File: config.mk
export PLATFORM = sky130hd
export DESIGN_NAME = divchain_top
export DESIGN_NICKNAME = d
export VERILOG_FILES = /design/src/rtl/divchain_pkg.sv /design/src/rtl/divchain_ctrl.sv /design/src/rtl/divchain_divider.sv /design/src/rtl/divchain_datapath.sv /design/src/rtl/divchain_top.sv
export SDC_FILE = /design/constraint.sdc
export NUM_CORES = 1
export LEC_CHECK = 0
export BUFFER_PORTS_ARGS = -buffer_cell sky130_fd_sc_hd__buf_2
export CORE_MARGIN = 3
export CORE_UTILIZATION = 51
export DETAILED_ROUTE_END_ITERATION = 16
export GPL_TIMING_DRIVEN = 0
export PLACE_DENSITY = 0.73
export SETUP_SLACK_MARGIN = 0.02
export SLEW_MARGIN = 20
export SYNTH_ARGS = -nofsm -noshare
export SYNTH_HDL_FRONTEND = slang
export SYNTH_HIERARCHICAL = 1
export SYNTH_SLANG_ARGS = --single-unit
export TNS_END_PERCENT = 100
File: constraint.sdc
create_clock -name clk -period 3.8 [get_ports clk]
set_clock_uncertainty 0.05 [all_clocks]
set_input_delay 0.19 -clock clk [delete_from_list [all_inputs] [get_ports clk]]
set_output_delay 0.19 -clock clk [all_outputs]
set_load 0.005 [all_outputs]
File: src/rtl/divchain_pkg.sv
package divchain_pkg;

  typedef enum logic {
    BAND_FM = 1'b0,
    BAND_AM = 1'b1
  } band_e;

  typedef struct packed {
    logic mainTick;
    logic refTick;
  } divStrobe_t;

  localparam int NUM_FEEDS = 3;
  localparam int FEED_AM   = 0;
  localparam int FEED_FM   = 1;
  localparam int FEED_REF  = 2;

endpackage

File: src/rtl/divchain_ctrl.sv
module divchain_ctrl
  import divchain_pkg::*;
(
  input  logic       clk,
  input  logic       rst_n,
  input  logic       amIn,
  input  logic       fmIn,
  input  logic       refIn,
  input  logic       bandSel,
  output divStrobe_t strb
);

  logic [NUM_FEEDS-1:0] rawFeed;
  logic [NUM_FEEDS-1:0] syncA;
  logic [NUM_FEEDS-1:0] syncB;
  logic [NUM_FEEDS-1:0] history;
  logic [NUM_FEEDS-1:0] rise;
  logic                 prescPhase;
  logic                 fmTick;
  logic                 mainSel;

  assign rawFeed[FEED_AM]  = amIn;
  assign rawFeed[FEED_FM]  = fmIn;
  assign rawFeed[FEED_REF] = refIn;

  // two-flop synchronizer plus a history flop for edge detection
  always_ff @(posedge clk) begin
    if (!rst_n) begin
      syncA   <= '0;
      syncB   <= '0;
      history <= '0;
    end else begin
      syncA   <= rawFeed;
      syncB   <= syncA;
      history <= syncB;
    end
  end

  assign rise = syncB & ~history;

  // fixed divide-by-two on the FM path
  always_ff @(posedge clk) begin
    if (!rst_n) begin
      prescPhase <= 1'b0;
    end else if (rise[FEED_FM]) begin
      prescPhase <= ~prescPhase;
    end
  end

  assign fmTick  = rise[FEED_FM] & prescPhase;
  assign mainSel = (band_e'(bandSel) == BAND_AM) ? rise[FEED_AM] : fmTick;

  always_ff @(posedge clk) begin
    if (!rst_n) begin
      strb <= '0;
    end else begin
      strb.mainTick <= mainSel;
      strb.refTick  <= rise[FEED_REF];
    end
  end

  AST_PRESC_TOGGLE: assert property (@(posedge clk) disable iff (!rst_n)
    rise[FEED_FM] |=> (prescPhase != $past(prescPhase)));

  AST_AM_DIRECT: assert property (@(posedge clk) disable iff (!rst_n)
    (bandSel && rise[FEED_AM]) |=> strb.mainTick);

  AST_BAND_BLOCK: assert property (@(posedge clk) disable iff (!rst_n)
    (bandSel && !rise[FEED_AM]) |=> !strb.mainTick);

  AST_REF_FOLLOW: assert property (@(posedge clk) disable iff (!rst_n)
    rise[FEED_REF] |=> strb.refTick);

endmodule

File: src/rtl/divchain_divider.sv
module divchain_divider #(
  parameter int RATIO_W = 16
) (
  input  logic               clk,
  input  logic               rst_n,
  input  logic               tick,
  input  logic [RATIO_W-1:0] ratioIn,
  output logic               pulse
);

  localparam logic [RATIO_W-1:0] MIN_RATIO = RATIO_W'(2);

  logic [RATIO_W-1:0] count;
  logic [RATIO_W-1:0] effRatio;
  logic [RATIO_W-1:0] ratioClamped;
  logic               terminal;

  assign ratioClamped = (ratioIn < MIN_RATIO) ? MIN_RATIO : ratioIn;
  assign terminal     = tick && (count == effRatio - RATIO_W'(1));

  always_ff @(posedge clk) begin
    if (!rst_n) begin
      count    <= '0;
      effRatio <= ratioClamped;
      pulse    <= 1'b0;
    end else begin
      pulse <= terminal;
      if (terminal) begin
        count    <= '0;
        effRatio <= ratioClamped;
      end else if (tick) begin
        count <= count + RATIO_W'(1);
      end
    end
  end

  AST_COUNT_IN_RANGE: assert property (@(posedge clk) disable iff (!rst_n)
    count < effRatio);

  AST_PULSE_SOURCE: assert property (@(posedge clk) disable iff (!rst_n)
    pulse |-> $past(tick));

  AST_RATIO_FLOOR: assert property (@(posedge clk) disable iff (!rst_n)
    effRatio >= MIN_RATIO);

  AST_RATIO_HOLD: assert property (@(posedge clk) disable iff (!rst_n)
    !terminal |=> $stable(effRatio));

  AST_SINGLE_PULSE: assert property (@(posedge clk) disable iff (!rst_n)
    pulse |=> !pulse);

endmodule

File: src/rtl/divchain_datapath.sv
module divchain_datapath
  import divchain_pkg::*;
#(
  parameter int RATIO_W = 16
) (
  input  logic               clk,
  input  logic               rst_n,
  input  divStrobe_t         strb,
  input  logic [RATIO_W-1:0] mainRatio,
  input  logic [RATIO_W-1:0] refRatio,
  output logic               mainPulse,
  output logic               refPulse
);

  localparam int NUM_DIV = 2;

  logic [NUM_DIV-1:0]              ticks;
  logic [NUM_DIV-1:0][RATIO_W-1:0] ratios;
  logic [NUM_DIV-1:0]              pulses;

  assign ticks[0]  = strb.mainTick;
  assign ticks[1]  = strb.refTick;
  assign ratios[0] = mainRatio;
  assign ratios[1] = refRatio;

  for (genvar i = 0; i < NUM_DIV; i++) begin : g_div
    divchain_divider #(.RATIO_W(RATIO_W)) u_div (
      .clk     (clk),
      .rst_n   (rst_n),
      .tick    (ticks[i]),
      .ratioIn (ratios[i]),
      .pulse   (pulses[i])
    );
  end

  assign mainPulse = pulses[0];
  assign refPulse  = pulses[1];

  AST_RESET_QUIET: assert property (@(posedge clk)
    !$past(rst_n) |-> (!mainPulse && !refPulse));

endmodule

File: src/rtl/divchain_top.sv
module divchain_top
  import divchain_pkg::*;
#(
  parameter int RATIO_W = 16
) (
  input  logic               clk,
  input  logic               rst_n,
  input  logic               amIn,
  input  logic               fmIn,
  input  logic               refIn,
  input  logic               bandSel,
  input  logic [RATIO_W-1:0] mainRatio,
  input  logic [RATIO_W-1:0] refRatio,
  output logic               mainPulse,
  output logic               refPulse
);

  divStrobe_t strb;

  divchain_ctrl u_ctrl (
    .clk     (clk),
    .rst_n   (rst_n),
    .amIn    (amIn),
    .fmIn    (fmIn),
    .refIn   (refIn),
    .bandSel (bandSel),
    .strb    (strb)
  );

  divchain_datapath #(.RATIO_W(RATIO_W)) u_dp (
    .clk       (clk),
    .rst_n     (rst_n),
    .strb      (strb),
    .mainRatio (mainRatio),
    .refRatio  (refRatio),
    .mainPulse (mainPulse),
    .refPulse  (refPulse)
  );

endmodule

-- Word level (Yosys, flattened, before mapping)
Index checks and enable logic that the tools add are counted.
- add/sub/neg operators: 4
- $mul: 0
- div/mod/pow operators: 0
- order comparisons: 2
- eq/ne operators: 4
- shifts and indexed selects: 0
- mux-type cells: 7
- bitwise logic cells: 5
- reductions and logical operators: 4
- operator list (kind ; number):
    $mux 16 ; 6
    $add 16x1->16 const B ; 2
    $eq 16x16->1 ; 2
    $lt 16x2->1 const B ; 2
    $sub 16x1->16 const B ; 2
    $ne 2x1->1 const B ; 2
    $reduce_or 2->1 ; 2
    $and 3x3->3 ; 1
    $not 3->3 ; 1
    $logic_and 1x1->1 ; 2
    $not 1->1 ; 2
    $and 1x1->1 ; 1
    $mux 1 ; 1
- register bits: 78
- latch bits: 0
- memory bits (writable): 0
- ROM bits: 0
- input bits: 38
- output and inout port bits: 2
- memories: 0

-- Logic depth before layout (Yosys ltp)
- depth after elaboration: 5
- mapped depth: 10

-- Modules after synthesis
Netlist, hierarchy kept.
- modules (own cells, without submodules) (module ; instances ; cells an instance ; area an instance (um^2) ; seq. area each (um^2)):
    divchain_divider ; 2 ; 220 ; 2028.2 ; 820.8
    divchain_ctrl ; 1 ; 29 ; 360.3 ; 240.2

-- Least setup slack after synthesis
No wires, ideal clock.
- kind: register to register
- start point: register u_dp.g_div[0].u_div.effRatio[0]
- end point: register u_dp.g_div[0].u_div.effRatio[0] (enable)
- setup time: 0.375 ns
- arrival time: 2.745 ns
- required time: 3.375 ns
- slack: 0.631 ns
- cell stages (with the launch flop): 9
- buffers on the path: 1
- clock period less this slack: 3.169 ns
- cell sequence: edfxtp_1 inv_1 ha_1 or4b_1 clkbuf_1 a2111oi_0 o2111ai_1 nor4_4 nand2b_1
- cells in the longest elaborated chain, start to end: 4
- ends and longest elaborated chain (what ; line ; source):
    start: declaration ; divchain_divider.sv:14 ; logic [RATIO_W-1:0] effRatio;
    start signal: assignment ; divchain_divider.sv:24 ; effRatio <= ratioClamped;
    start signal: assignment ; divchain_divider.sv:30 ; effRatio <= ratioClamped;
    $sub 16x1->16 ; divchain_divider.sv:19 ; assign terminal = tick && (count == effRatio - RATIO_W'(1));
    $eq 16x16->1 ; divchain_divider.sv:19 ;
    $logic_and 1x1->1 ; divchain_divider.sv:19 ;
    $ne 2x1->1 (no line) ; - ;
Every way passes these cells.
A chain may end at the register's enable or synchronous reset.

-- Worst setup path after layout
- start point: register u_dp.g_div[0].u_div.effRatio[0]
- end point: register u_dp.g_div[0].u_div.effRatio[15] (enable)
The elaborated chain is that of the path after synthesis.

==> qor.yml <==
job:
  max_cap_viol_count: 0
cts:
  cts_num_sinks: 78
  clkTransAtPathRegs_ps: 80
  root_buffer: "clkbuf_8"
  cts_setup_buffers: 0
  clkLatencyLatePin_ps: 350
  ctsLongestPathBuffers: 2
  cts-htree-levels: 3
  numCtsBuffers: 9
  cts_tree: "built"
final_layout:
  final_util_pct: 60.08
  synthToLayoutAreaGrowth_pct: 12.89
  diodes: 0
  multi_input_comb_area_um2: 2307
  fillers: 696
  regArea_um2: 1882
  drive_above_1_share_pct: 20.87
  fin_nets: 564
drt:
  route.detailed.drc: 0
  drt_first_pass_iters: 4
  ant_nets: 0
  via_count: 3429
  vias_per_cell: 5.426
  wl_mm: 8.876
  wl_per_cell_um: 14.04
  drtIter0Drc: 128
power_and_ir_drop:
  power.density_nw_per_um2: 352.8
  leakagePower_nw: 1.881
  total_power_mw: 1.759
  ir_worst_vdd_mv: 0.2067
setup_path:
  critical_path_required_ps: 3760
  startpoint_type: "flop"
  crit_arrival_ps: 3420
  path_cells: "inv_1 -> ha_1 -> or4b_1 -> clkbuf_1 -> nor4_1 -> a31o_2 -> o311ai_1 -> nor4_4 -> nand2b_2"
  slowest_delay_ps: 460
  cp_top_family: "simple AND/OR/NAND/NOR gates"
  critPathCaptureType: "flop"
  slowest_stage: "edfxtp_1"
  critPathBufInv: 2
  critPathMaxFanout: 16
  worstSetupPathType: "reg2reg"
yosys:
  syn_inst: 469
  yosysMostFrequentCell: "nand2_1"
  avgSynthCellArea_um2: 9.417
  syn_nets: 511
  synth_area_leaders: "edfxtp_1 22%, dfxtp_1 21%, xnor2_1 7.9%"
  synth-edff-count: 32
  seq_area_frac_synth_pct: 42.61
  async_reset_ff_share_pct: 0
  synth_common_cells: "50 x nand2_1, 46 x dfxtp_1, 40 x clkbuf_1, 40 x xnor2_1, 32 x edfxtp_1"
  synth.top_cell.area_share_pct: 21.76
  synth.largest_area_cell: "edfxtp_1"
  syn_area_um2: 4417
  yosysWarnings: 6
  ys.flop_type: "dfxtp_1"
  synth-seq-cells: 78
  synth_cell_types: 59
global_routing:
  overflow: 0
  grt_max_degree: 17
  grt_use_total_pct: 18.82
  grt_pass1_wl_mm: 15.11
  antenna_found_initial: 0
  grt_pass1_vias: 3329
placement:
  numPortBuffers: 39
  dp_hpwl_mm: 6.640
  place_congestion: 0.9533
run_status:
  outcome: "finished, final reports clean"
sta:
  maxSlewViolCount: 0
  rsz0062_at_grt: "false"
  fin_crit_ps: 3459
  slew_headroom_pct: 50.54
  period_share_pct: 91.03
  fmax_ghz: 0.2891
  worst_hold_slack_ps: 53.28
  hold_viol: 0
  setup-tns-final_ps: 0
  worst_slew_pin_slew_ps: 736.3
  setup_viol: 0
floorplanning:
  rows: 33
  pin_count: 40
  floorplan.die_area_um2: 9813
  dieWidth_um: 99.06
  core_area_um2: 8299
  initial_core_util_pct: 53.22
  fp.dieH_um: 99.06
hold_path:
  holdCritPathClass: "in2reg"
-- final timing paths --
kind	startpoint	end	slack, ps	cells after the start
min	mainRatio[14]	u_dp/g_div[0].u_div/effRatio[14]	50	2
max reg2reg	u_dp/g_div[0].u_div/effRatio[0]	u_dp/g_div[0].u_div/effRatio[15]	340	9
min reg2reg	u_ctrl/history[2]	u_ctrl/strb[0]	340	1
max	u_dp/g_div[0].u_div/effRatio[0]	u_dp/g_div[0].u_div/effRatio[15]	340	9
-- per-stage QoR --
| stage | setup WS, ps | std cells | instance area, um^2 |
|---|---|---|---|
| 2_1_floorplan | 630.6 | 469 | 4417 |
| 3_3_place_gp | 55.31 | 613 | 4743 |
| 3_5_place_dp | 6.153 | 613 | 4743 |
| 4_1_cts | 105.3 | 632 | 4979 |
| 5_1_grt | 28.71 | 632 | 4986 |
| 6_report | 340.7 | 632 | 4986 |
-- cells by family (layout without fill, tap and decap cells) --
group / Yosys count / after routing / synth area share (%)
adders and majority gates: 4 / 4 / 1.133
xor gates and xnor gates: 65 / 65 / 12.89
and+or+nand+nor: 222 / 222 / 30.06
DFF: 78 / 78 / 42.61
buffers and inverters: 55 / 113 / 5.382
AOI/OAI and AO/OA: 41 / 41 / 6.969
muxes: 4 / 4 / 0.9632
-- layout by cell type, fill, tap and decap left out, drive strengths merged, types with 6 or more instances in the layout --
cell type	count
nand2	50
nor2	50
clkbuf	49
dfxtp	46
buf	44
xnor2	40
edfxtp	32
xor2	25
nor3	16
nand4	16
nor4	16
and2	14
inv	14
and3	10
nand3	8
nor2b	6
or2	6
-- registers in the layout, summed over array words and instances, names as in the netlist --
| signal | cells |
|---|---|
| u_ctrl/history | 3 |
| u_ctrl/prescPhase | 1 |
| u_ctrl/strb | 2 |
| u_ctrl/syncA | 3 |
| u_ctrl/syncB | 3 |
| u_dp/g_div.u_div/count | 32 |
| u_dp/g_div.u_div/effRatio | 32 |
| u_dp/g_div.u_div/pulse | 2 |
-- cell type report --
cell class	instances	share of cell area (%)
repair buffers	42	4.517
well taps	105	2.635
multi-input cells	336	46.27
flip-flops and latches	78	37.74
inverters	10	0.7528
clock buffers	9	2.484
plain buffers	45	4.015
clock inverters	7	1.581
-- worst reg2reg max path, cell delays in order (launching register included) --
cell	delay, ps
edfxtp_1	460
inv_1	100
ha_1	270
or4b_1	450
clkbuf_1	210
nor4_1	370
a31o_2	170
o311ai_1	140
nor4_4	450
nand2b_2	460
-- where the power goes --
part	total [mW]	switching, mW	internal [mW]
Clock	0.638	0.325	0.313
Combinational	0.177	0.0938	0.0836
Sequential	0.943	0.0351	0.908
-- layer usage --
| layer | vias up | track usage [%] | part of all wire (%) |
|---|---|---|---|
| li1 | 1743 | - | - |
| met1 | 1598 | 21.59 | 41 |
| met2 | 72 | 34.76 | 52 |
| met3 | 16 | 3.680 | 4.5 |
| met4 | 0 | 6.197 | 2.1 |
| met5 | - | 0 | 0 |
-- timing repair --
action,CTS,global route
hold endpoints to repair,3,0
setup endpoints to repair,16,32
cloned,0,0
hold buffers,3,0
gates resized for setup,1,2
(Power assumes the default switching activity.)
